===== src/rtl/exbus_pkg.sv =====
package exbus_pkg;
  localparam int DATA_W = 16;
  localparam int BYTE_W = 8;

  typedef struct packed {
    logic [3:0] t_rec;
    logic [1:0] t_hold;
    logic [3:0] t_strb;
    logic [1:0] t_setup;
    logic [1:0] t_addr;
  } cs_timing_t;

  typedef struct packed {
    logic       byte_rd_ok;
    logic       mux_ad;
    logic       wr_en;
    logic       narrow;
    cs_timing_t tim;
  } cs_cfg_t;

  localparam int CFG_W = $bits(cs_cfg_t);

  typedef enum logic [2:0] {
    PH_IDLE, PH_ADDR, PH_SETUP, PH_STROBE, PH_HOLD, PH_RECOV
  } phase_e;
endpackage


===== src/rtl/exbus_cfg_sel.sv =====
module exbus_cfg_sel
  import exbus_pkg::*;
#(
  parameter int NUM_CS = 8,
  localparam int CS_W = (NUM_CS > 1) ? $clog2(NUM_CS) : 1
) (
  input  logic [NUM_CS*CFG_W-1:0] cfg_words,
  input  logic [CS_W-1:0]         sel,
  output cs_cfg_t                 cfg
);
  cs_cfg_t table_q [NUM_CS];

  for (genvar g = 0; g < NUM_CS; g++) begin : g_unpack
    assign table_q[g] = cs_cfg_t'(cfg_words[g*CFG_W +: CFG_W]);
  end

  always_comb begin
    cfg = '0;
    for (int i = 0; i < NUM_CS; i++)
      if (sel == CS_W'(i)) cfg = table_q[i];
  end
endmodule


===== src/rtl/exbus_phase_seq.sv =====
module exbus_phase_seq
  import exbus_pkg::*;
(
  input  logic       clk,
  input  logic       rst,
  input  logic       start,
  input  cs_timing_t tim,
  output phase_e     ph,
  output phase_e     ph_nxt,
  output logic       last_strobe,
  output logic       finish
);
  logic [3:0] cnt_q, cnt_nxt;

  function automatic logic [3:0] ext_len(phase_e p, cs_timing_t t);
    case (p)
      PH_ADDR:   return {2'b00, t.t_addr};
      PH_SETUP:  return {2'b00, t.t_setup};
      PH_STROBE: return t.t_strb;
      PH_HOLD:   return {2'b00, t.t_hold};
      PH_RECOV:  return t.t_rec;
      default:   return 4'd0;
    endcase
  endfunction

  function automatic phase_e succ(phase_e p);
    case (p)
      PH_ADDR:   return PH_SETUP;
      PH_SETUP:  return PH_STROBE;
      PH_STROBE: return PH_HOLD;
      PH_HOLD:   return PH_RECOV;
      default:   return PH_IDLE;
    endcase
  endfunction

  always_comb begin
    ph_nxt      = ph;
    cnt_nxt     = cnt_q;
    finish      = 1'b0;
    last_strobe = (ph == PH_STROBE) && (cnt_q == 4'd0);
    if (ph == PH_IDLE) begin
      if (start) begin
        ph_nxt  = PH_ADDR;
        cnt_nxt = ext_len(PH_ADDR, tim);
      end
    end else if (cnt_q == 4'd0) begin
      ph_nxt  = succ(ph);
      cnt_nxt = ext_len(succ(ph), tim);
      finish  = (ph == PH_RECOV);
    end else begin
      cnt_nxt = cnt_q - 4'd1;
    end
  end

  always_ff @(posedge clk) begin
    if (rst) begin
      ph    <= PH_IDLE;
      cnt_q <= 4'd0;
    end else begin
      ph    <= ph_nxt;
      cnt_q <= cnt_nxt;
    end
  end
endmodule


===== src/rtl/exbus_pin_drv.sv =====
module exbus_pin_drv
  import exbus_pkg::*;
#(
  parameter int NUM_CS = 8,
  parameter int ADDR_W = 16,
  localparam int CS_W = (NUM_CS > 1) ? $clog2(NUM_CS) : 1
) (
  input  logic              clk,
  input  logic              rst,
  input  phase_e            ph_nxt,
  input  logic [CS_W-1:0]   cs_nxt,
  input  logic              wr_nxt,
  input  logic              mux_nxt,
  input  logic              narrow_nxt,
  input  logic [ADDR_W-1:0] addr_nxt,
  input  logic [DATA_W-1:0] wdata_nxt,
  output logic              busy,
  output logic [NUM_CS-1:0] bus_cs_n,
  output logic [ADDR_W-1:0] bus_addr,
  output logic              bus_rd_n,
  output logic              bus_wr_n,
  output logic [DATA_W-1:0] bus_data_o,
  output logic              bus_data_oe
);
  logic [DATA_W-1:0] addr_on_data;
  logic [DATA_W-1:0] wdata_lane;
  logic              cs_window;

  if (ADDR_W >= DATA_W) begin : g_addr_trunc
    assign addr_on_data = addr_nxt[DATA_W-1:0];
  end else begin : g_addr_ext
    assign addr_on_data = {{(DATA_W-ADDR_W){1'b0}}, addr_nxt};
  end

  assign wdata_lane = narrow_nxt ? {{(DATA_W-BYTE_W){1'b0}}, wdata_nxt[BYTE_W-1:0]}
                                 : wdata_nxt;
  assign cs_window  = (ph_nxt == PH_SETUP) || (ph_nxt == PH_STROBE) || (ph_nxt == PH_HOLD);

  always_ff @(posedge clk) begin
    if (rst) begin
      busy        <= 1'b0;
      bus_cs_n    <= '1;
      bus_addr    <= '0;
      bus_rd_n    <= 1'b1;
      bus_wr_n    <= 1'b1;
      bus_data_o  <= '0;
      bus_data_oe <= 1'b0;
    end else begin
      busy     <= (ph_nxt != PH_IDLE);
      bus_cs_n <= '1;
      if (cs_window) bus_cs_n[cs_nxt] <= 1'b0;
      bus_rd_n <= !((ph_nxt == PH_STROBE) && !wr_nxt);
      bus_wr_n <= !((ph_nxt == PH_STROBE) && wr_nxt);
      bus_addr <= (ph_nxt != PH_IDLE) ? addr_nxt : '0;
      if ((ph_nxt == PH_ADDR) && mux_nxt) begin
        bus_data_o  <= addr_on_data;
        bus_data_oe <= 1'b1;
      end else if (cs_window && wr_nxt) begin
        bus_data_o  <= wdata_lane;
        bus_data_oe <= 1'b1;
      end else begin
        bus_data_o  <= '0;
        bus_data_oe <= 1'b0;
      end
    end
  end
endmodule


===== src/rtl/exbus_ctrl.sv =====
module exbus_ctrl
  import exbus_pkg::*;
#(
  parameter int NUM_CS = 8,
  parameter int ADDR_W = 16,
  localparam int CS_W = (NUM_CS > 1) ? $clog2(NUM_CS) : 1
) (
  input  logic                    clk,
  input  logic                    rst,
  input  logic [NUM_CS*CFG_W-1:0] cfg_words,
  input  logic                    req_valid,
  input  logic                    req_write,
  input  logic                    req_byte,
  input  logic [CS_W-1:0]         req_cs,
  input  logic [ADDR_W-1:0]       req_addr,
  input  logic [DATA_W-1:0]       req_wdata,
  output logic                    busy,
  output logic                    rsp_done,
  output logic                    rsp_err,
  output logic [DATA_W-1:0]       rsp_rdata,
  output logic [NUM_CS-1:0]       bus_cs_n,
  output logic [ADDR_W-1:0]       bus_addr,
  output logic                    bus_rd_n,
  output logic                    bus_wr_n,
  output logic [DATA_W-1:0]       bus_data_o,
  output logic                    bus_data_oe,
  input  logic [DATA_W-1:0]       bus_data_i
);
  cs_cfg_t           cfg_live, cfg_q, cfg_use;
  phase_e            ph, ph_nxt;
  logic              accept, ok, start, reject, last_strobe, finish;
  logic [CS_W-1:0]   cs_q;
  logic              wr_q, byte_q;
  logic [ADDR_W-1:0] addr_q;
  logic [DATA_W-1:0] wdata_q;
  logic [DATA_W-1:0] rd_fmt;

  exbus_cfg_sel #(.NUM_CS(NUM_CS)) i_cfg_sel (
    .cfg_words(cfg_words), .sel(req_cs), .cfg(cfg_live)
  );

  assign accept  = req_valid && (ph == PH_IDLE);
  assign ok      = !(req_write && !cfg_live.wr_en) &&
                   !(!req_write && req_byte && !cfg_live.narrow && !cfg_live.byte_rd_ok);
  assign start   = accept && ok;
  assign reject  = accept && !ok;
  assign cfg_use = (ph == PH_IDLE) ? cfg_live : cfg_q;

  exbus_phase_seq i_seq (
    .clk(clk), .rst(rst), .start(start), .tim(cfg_use.tim),
    .ph(ph), .ph_nxt(ph_nxt), .last_strobe(last_strobe), .finish(finish)
  );

  always_ff @(posedge clk) begin
    if (rst) begin
      cfg_q   <= '0;
      cs_q    <= '0;
      wr_q    <= 1'b0;
      byte_q  <= 1'b0;
      addr_q  <= '0;
      wdata_q <= '0;
    end else if (accept) begin
      cfg_q   <= cfg_live;
      cs_q    <= req_cs;
      wr_q    <= req_write;
      byte_q  <= req_byte;
      addr_q  <= req_addr;
      wdata_q <= req_wdata;
    end
  end

  exbus_pin_drv #(.NUM_CS(NUM_CS), .ADDR_W(ADDR_W)) i_pins (
    .clk(clk), .rst(rst), .ph_nxt(ph_nxt),
    .cs_nxt    (start ? req_cs           : cs_q),
    .wr_nxt    (start ? req_write        : wr_q),
    .mux_nxt   (start ? cfg_live.mux_ad  : cfg_q.mux_ad),
    .narrow_nxt(start ? cfg_live.narrow  : cfg_q.narrow),
    .addr_nxt  (start ? req_addr         : addr_q),
    .wdata_nxt (start ? req_wdata        : wdata_q),
    .busy(busy), .bus_cs_n(bus_cs_n), .bus_addr(bus_addr),
    .bus_rd_n(bus_rd_n), .bus_wr_n(bus_wr_n),
    .bus_data_o(bus_data_o), .bus_data_oe(bus_data_oe)
  );

  always_comb begin
    if (cfg_q.narrow)
      rd_fmt = {{(DATA_W-BYTE_W){1'b0}}, bus_data_i[BYTE_W-1:0]};
    else if (byte_q)
      rd_fmt = {{(DATA_W-BYTE_W){1'b0}},
                addr_q[0] ? bus_data_i[DATA_W-1:BYTE_W] : bus_data_i[BYTE_W-1:0]};
    else
      rd_fmt = bus_data_i;
  end

  always_ff @(posedge clk) begin
    if (rst) begin
      rsp_done  <= 1'b0;
      rsp_err   <= 1'b0;
      rsp_rdata <= '0;
    end else begin
      rsp_done <= finish;
      rsp_err  <= reject;
      if (last_strobe && !wr_q) rsp_rdata <= rd_fmt;
    end
  end
endmodule


===== config.mk =====
export PLATFORM = sky130hd
export DESIGN_NAME = exbus_ctrl
export DESIGN_NICKNAME = d
export VERILOG_FILES = /design/src/rtl/exbus_pkg.sv /design/src/rtl/exbus_cfg_sel.sv /design/src/rtl/exbus_phase_seq.sv /design/src/rtl/exbus_pin_drv.sv /design/src/rtl/exbus_ctrl.sv
export SDC_FILE = /design/constraint.sdc
export NUM_CORES = 1
export LEC_CHECK = 0
export BUFFER_PORTS_ARGS = -buffer_cell sky130_fd_sc_hd__buf_4
export CORE_MARGIN = 3
export CORE_UTILIZATION = 52
export DETAILED_ROUTE_END_ITERATION = 6
export PLACE_DENSITY = 0.86
export REMOVE_ABC_BUFFERS = 1
export SETUP_SLACK_MARGIN = 0.05
export SLEW_MARGIN = 20
export SYNTH_ARGS = -nofsm -noshare
export SYNTH_HDL_FRONTEND = slang
export SYNTH_SLANG_ARGS = --single-unit

===== constraint.sdc =====
create_clock -name clk -period 4.45 [get_ports clk]
set_clock_uncertainty 0.05 [all_clocks]
set_input_delay 0.89 -clock clk [delete_from_list [all_inputs] [get_ports clk]]
set_output_delay 0.89 -clock clk [all_outputs]
set_load 0.02 [all_outputs]

; ---- After elaboration in Yosys (flattened, before gate mapping)
; Cells that the tools add are included.
[totals]
ff_bits = 122
input_bits = 200
out_inout_bits = 62
wordCells = 123
[op_classes]
add_sub_neg = 1
order_cmp = 2
n_eq_ne = 22
muxes = 35
bitwise = 4
n_reduce_logical = 35
[ops]
columns = cell, n
row1 = $mux W18, 8
row2 = $mux W16, 7
row3 = $eq A3 B3 Y1 const B, 9
row4 = $eq A3 B2 Y1 const B, 8
row5 = $pmux W4 S5, 1
row6 = $mux W3, 6
row7 = $logic_and A1 B1 Y1, 15
row8 = $mux W14, 1
row9 = $eq A3 B1 Y1 const B, 4
row10 = $mux W4, 3
row11 = $pmux W3 S4, 1
row12 = $logic_not A1 Y1, 11
row13 = $mux W8, 1
row14 = $not A8 Y8, 1
row15 = $logic_not A3 Y1, 2
row16 = $mux W1, 6
row17 = $logic_not A4 Y1, 1
row18 = $lt A3 B4 Y1 const B, 1
row19 = $reduce_or A2 Y1, 2
row20 = $sub A4 B1 Y4 const B, 1
row21 = $demux W1 S3, 1
row22 = $ge A3 B1 Y1 const B, 1
row23 = $not A1 Y1, 3
row24 = $reduce_bool A3 Y1, 1
row25 = 3 further kinds, 4

; ---- Logic depth before layout (Yosys ltp)
[logic_depth]
depth_word = 23
depth_mapped = 12
ltp_nobuf = 9

; ---- By module
; A second synthesis with hierarchy kept.
[hier_totals]
cells_unflattened = 724
area_unflattened_um2 = 6501.2
[by_module_without_submodules]
columns = mod, instances, cells_each, area_per_inst_um2, seq_area_each_um2
row1 = exbus_ctrl, 1, 363, 3149.3, 1421.4
row2 = exbus_cfg_sel, 1, 171, 1365.1, 0.0
row3 = exbus_pin_drv, 1, 108, 1322.5, 880.8
row4 = exbus_phase_seq, 1, 82, 664.4, 140.1

; ---- Worst setup path before layout
; OpenSTA, ideal clock, no wires.
[synth_path]
kind = input to register
startpoint = input req_cs[0]
endpoint = register i_pins.bus_cs_n[1]
setup_ps = 125
t_arrival_ps = 2612
t_required_ps = 4275
setup_slack_ps = 1663
cell_stages = 10
path_buffers = 3
path_cell_list = buf_6 mux4_2 or2_1 a31oi_2 o21ai_2 and2_4 buf_6 buf_6 nor4b_1 o21ai_1
[synth_via]
elab_chain_cells = 22
elab_cells_between_ends = 42
cone_classes = order compare (2) / eq/ne (10) / mux (13) / bitwise (2) / reduce/logical (15)
[synth_lines]
columns = item, line
row1 = from (decl), exbus_ctrl.sv:14  ; input logic [CS_W-1:0] req_cs,
row2 = branches (longest 22 deep; another with $mux W18), --
row3 = to (signal assigned), exbus_pin_drv.sv:42  ; bus_cs_n <= '1;
row4 = to (signal assigned), exbus_pin_drv.sv:50  ; bus_cs_n <= '1;
row5 = "to (signal, indexed assignment)", exbus_pin_drv.sv:51  ; if (cs_window) bus_cs_n[cs_nxt] <= 1'b0;
row6 = to (decl), exbus_pin_drv.sv:18  ; output logic [NUM_CS-1:0] bus_cs_n,
; Parallel ways; which one is timed is not known.
; A chain may end at the register's enable or synchronous reset.

; ---- Worst setup path in the final report
[layout_path]
startpoint = input req_cs[0]
endpoint = register i_pins.bus_data_o[14]
[layout_via]
elab_chain_cells = 23
elab_cells_between_ends = 44
cone_classes = eq/ne (11) / mux (18) / reduce/logical (15)
[layout_lines]
columns = item, line
row1 = $logic_not A3 Y1, exbus_cfg_sel.sv:20  ; if (sel == CS_W'(i)) cfg = table_q[i];
row2 = $mux W18 (7 in series), exbus_cfg_sel.sv:20
row3 = $mux W18 (*), exbus_cfg_sel.sv:20
row4 = $logic_not A1 Y1, exbus_ctrl.sv:44  ; !(!req_write && req_byte && !cfg_live.narrow && !cfg_live.byte_rd_ok);
row5 = $logic_and A1 B1 Y1 (2 in series), exbus_ctrl.sv:44
row6 = $logic_not A1 Y1, exbus_ctrl.sv:44
row7 = $logic_and A1 B1 Y1, exbus_ctrl.sv:43  ; assign ok = !(req_write && !cfg_live.wr_en) &&
row8 = $logic_and A1 B1 Y1, exbus_ctrl.sv:45  ; assign start = accept && ok;
row9 = $mux W3, exbus_phase_seq.sv:42  ; if (start) begin
row10 = $mux W3, exbus_phase_seq.sv:41  ; if (ph == PH_IDLE) begin
row11 = $eq A3 B2 Y1, exbus_pin_drv.sv:37  ; assign cs_window = (ph_nxt == PH_SETUP) || (ph_nxt == PH_STROBE) || (ph_nxt == PH_HOLD);
row12 = $logic_or A1 B1 Y1 (2 in series), exbus_pin_drv.sv:37
row13 = $logic_and A1 B1 Y1, exbus_pin_drv.sv:58  ; end else if (cs_window && wr_nxt) begin
row14 = $mux W16, exbus_pin_drv.sv:58
row15 = $mux W16 (*), exbus_pin_drv.sv:55  ; if ((ph_nxt == PH_ADDR) && mux_nxt) begin
row16 = to (signal assigned), exbus_pin_drv.sv:56  ; bus_data_o <= addr_on_data;
row17 = to (signal assigned), exbus_pin_drv.sv:59  ; bus_data_o <= wdata_lane;
row18 = to (decl), exbus_pin_drv.sv:22  ; output logic [DATA_W-1:0] bus_data_o,
; Mark *: on every way between the ends. The rest lies on a longest branch, timed or not.

==> results by group <==
Run status
  – Status: finished, final reports clean

Timing
  – Min Tclk post-route: roughly 3.2 ns
  – Final period util: 0.7241
  – Total Neg Setup Slack: 0 ns
  – # setup viols final: 0
  – Worst slew pin tran: 0.8623 ns
  – Setup slack after layout: ~1.2 ns
  – Unrepaired setup endpoints after global routing: false
  – Max-slew violations: 0
  – Max_slew headroom: 0.4251
  – Max Fclk: between 300 and 400 MHz
  – Final Hold Fails: 0

Yosys
  – Syn_area_per_cell: between 8 and 9 um^2
  – Post-synthesis register bit count: 120
  – Cell Area, Synth: around 6100 um^2
  – Synth warn: 0
  – Post-synth ARST share: 0
  – Synth top area cells: dfxtp_1 39%, mux4_2 9.2%, mux2i_1 8.0%
  – Seq/Total Area, Yosys: 0.3934
  – EDFF count, synth: 0
  – Top_reg_cell synth: dfxtp_1
  – Synth cell types: 54
  – Post-synth top area share: 0.3934
  – Syn Inst Count: 692
  – Area leader, netlist: dfxtp_1

Routing
  – First-pass detailed-route iteration total: 5
  – DRC Markers: 0
  – Via density: approximately 6
  – Antenna Nets Post-Route: 0
  – Vias: approximately 6.4k
  – Drt total wl: 20.63 mm
  – DR WL/cell: around 19 um
  – DR iter-0 viols: roughly 660

Setup path
  – CP Launch Type: primary input
  – CP startpoint: req_cs[0]
  – Setup crit end kind: flop
  – Critical path class: in2reg
  – Worst reg2reg path startpoint: i_seq.ph[0]
  – Worst-path fanout max: 42
  – Crit path DAT: approximately 3.5 ns
  – CP required: roughly 4.7 ns

Layout
  – Commonest non-fill, non-tap cell in the layout: buf_4
  – Fin nets: between 1k and 1.5k
  – Share of cells above drive strength 1: 0.3640
  – Most frequent cells in the layout: 268 x buf_4, 120 x nand2_1, 120 x dfxtp_1
  – Area grow syn2layout: 41.23%

Pwr
  – Static Leak: roughly 3.7 nW
  – Switching share of power: 0.3523
  – Comb power frac: 0.330
  – Power per cell area: 479.1 nW/um^2
  – Int Pwr: 2.676 mW
  – Seq pwr share: 0.338
  – IR Drop Worst-Case VDD: ~0.37 mV
  – Part of the power in the clock network: 0.332
  – Switching power: 1.456 mW

Min path
  – Hold WC Path Type: reg2reg
  – Hold path startpoint: addr_q[10]

Floorplan
  – Starting density of the core: 0.5465
  – Top Ports: 262
  – Rows: 38
  – Die footprint: 13080 um^2
  – Core area: 11170 um^2
  – Die height: 114.4 um
  – Chip Width: roughly 110 um

Global route
  – Global-route wire length before repair: 31.74 mm
  – Largest net degree at the start of global routing: 82
  – Number of global-route vias before repair: around 6.5k
  – Overflow after GRT: 0
  – Antenna violations before repair: 1
  – Overall Global Routing Usage: 0.3060

Clock network
  – Clock tree sinks: between 100 and 150
  – CTS Root Cell: clkbuf_16
  – Max Root-Sink Buffers: 2
  – TritonCTS buffer count: 17
  – CTS resizes: 0
  – Number of H-tree levels: 4
  – Worst-path clk slew: about 0.060 ns
  – Post-CTS Hold Buffers: 0
  – CTS tree: yes
  – Skew-Pair Late Insertion Delay: approximately 0.41 ns
  – Post-CTS Setup Bufs: 0

Place
  – Routability cong.: 0.9147
  – Pre-CTS setup slack: 1.022 ns
  – Detailed Place HPWL: around 15 mm
  – I/O Buffers: 261

Flow run
  – Max Cap Violations: 0
==> cells in the mapped netlist (all sizes together) (12+ instances only) <==
| cell type | number |
|---|---|
| nor3 | 17 |
| o22ai | 12 |
| mux4 | 25 |
| nand2 | 120 |
| mux2i | 49 |
| nand3 | 13 |
| clkbuf | 33 |
| dfxtp | 120 |
| nor2 | 55 |
| a21oi | 70 |
| a211oi | 32 |
| buf | 25 |
| o21ai | 17 |
==> flip-flops by register name, summed over array words and instances, names as in the netlist, 3 cells and up <==
register	count
i_pins.bus_cs_n	8
i_seq.cnt_q	4
wdata_q	16
i_pins.bus_data_o	16
cfg_q	14
rsp_rdata	16
addr_q	16
i_seq.ph	3
cs_q	3
i_pins.bus_addr	16
==> through the flow <==
step                hold slack (ns)    util  instance area, um^2  total power, mW  std cells
global placement             0.3880  0.7178                 8020            2.685       1042
global route                 0.4198  0.7718                 8623            4.335       1075
CTS                          0.4084  0.7716                 8621            4.109       1074
detailed placement           0.4009  0.7178                 8020            2.739       1042
finish                       0.4065  0.7718                 8623            4.132       1075
floorplan                    0.3768       -                 5827            2.203        634
==> logic make-up (layout without fill, tap and decap cells) <==
family | Yosys count | in the layout | share of synthesized area
AOI/OAI and AO/OA | 176 | 176 | 0.1852
adders and majority gates | 2 | 2 | 0.004098
buffers and inverters | 68 | 310 | 0.05185
DFF | 120 | 120 | 0.3934
muxes | 82 | 82 | 0.1873
other | 0 | 1 | 0
and+or+nand+nor | 244 | 244 | 0.1781
==> power by group through the flow <==
| stage | clock [mW] | sequential, mW | combinational, mW |
|---|---|---|---|
| floorplan | 0 | 1.44 | 0.765 |
| global placement | 0 | 1.40 | 1.28 |
| detailed placement | 0 | 1.41 | 1.33 |
| CTS | 1.37 | 1.39 | 1.35 |
| global route | 1.43 | 1.41 | 1.49 |
| finish | 1.37 | 1.40 | 1.36 |
==> metal layers <==
layer | vias up | GRT usage | part of all wire
met5 | - | 0 | 0
met4 | 0 | 0.1394 | 0.039
met3 | 68 | 0.05708 | 0.089
met2 | 394 | 0.5464 | 0.52
met1 | 2995 | 0.3541 | 0.35
li1 | 2985 | - | -
==> critical path: stages <==
cell	delay, ns
buf_4	0.38
clkinv_1	0.36
nor2_1	0.33
a221oi_1	0.22
o21ai_2	0.23
and2_4	0.53
mux2i_1	0.35
o22ai_1	0.13
==> path summary, 6_finish.rpt <==
| check | slack (ns) | end | cells after the start |
|---|---|---|---|
| setup reg to reg | 1.29 | i_pins.bus_data_o[0] | 8 |
| hold reg to reg | 0.41 | addr_q[10] | 2 |
| setup / recovery | 1.23 | i_pins.bus_data_o[14] | 8 |
| hold / removal | 0.41 | addr_q[10] | 2 |
==> area by class of cell <==
type	count	area [um^2]
clock inverters	12	143.9
flip-flops and latches	120	2402
repair buffers	268	2012
well taps	140	175.2
diodes	1	2.502
clock buffers	20	456.7
inverters	10	37.54
multi-input cells	504	3393
fillers	774	2550
Power figures use the tool's default switching activity.
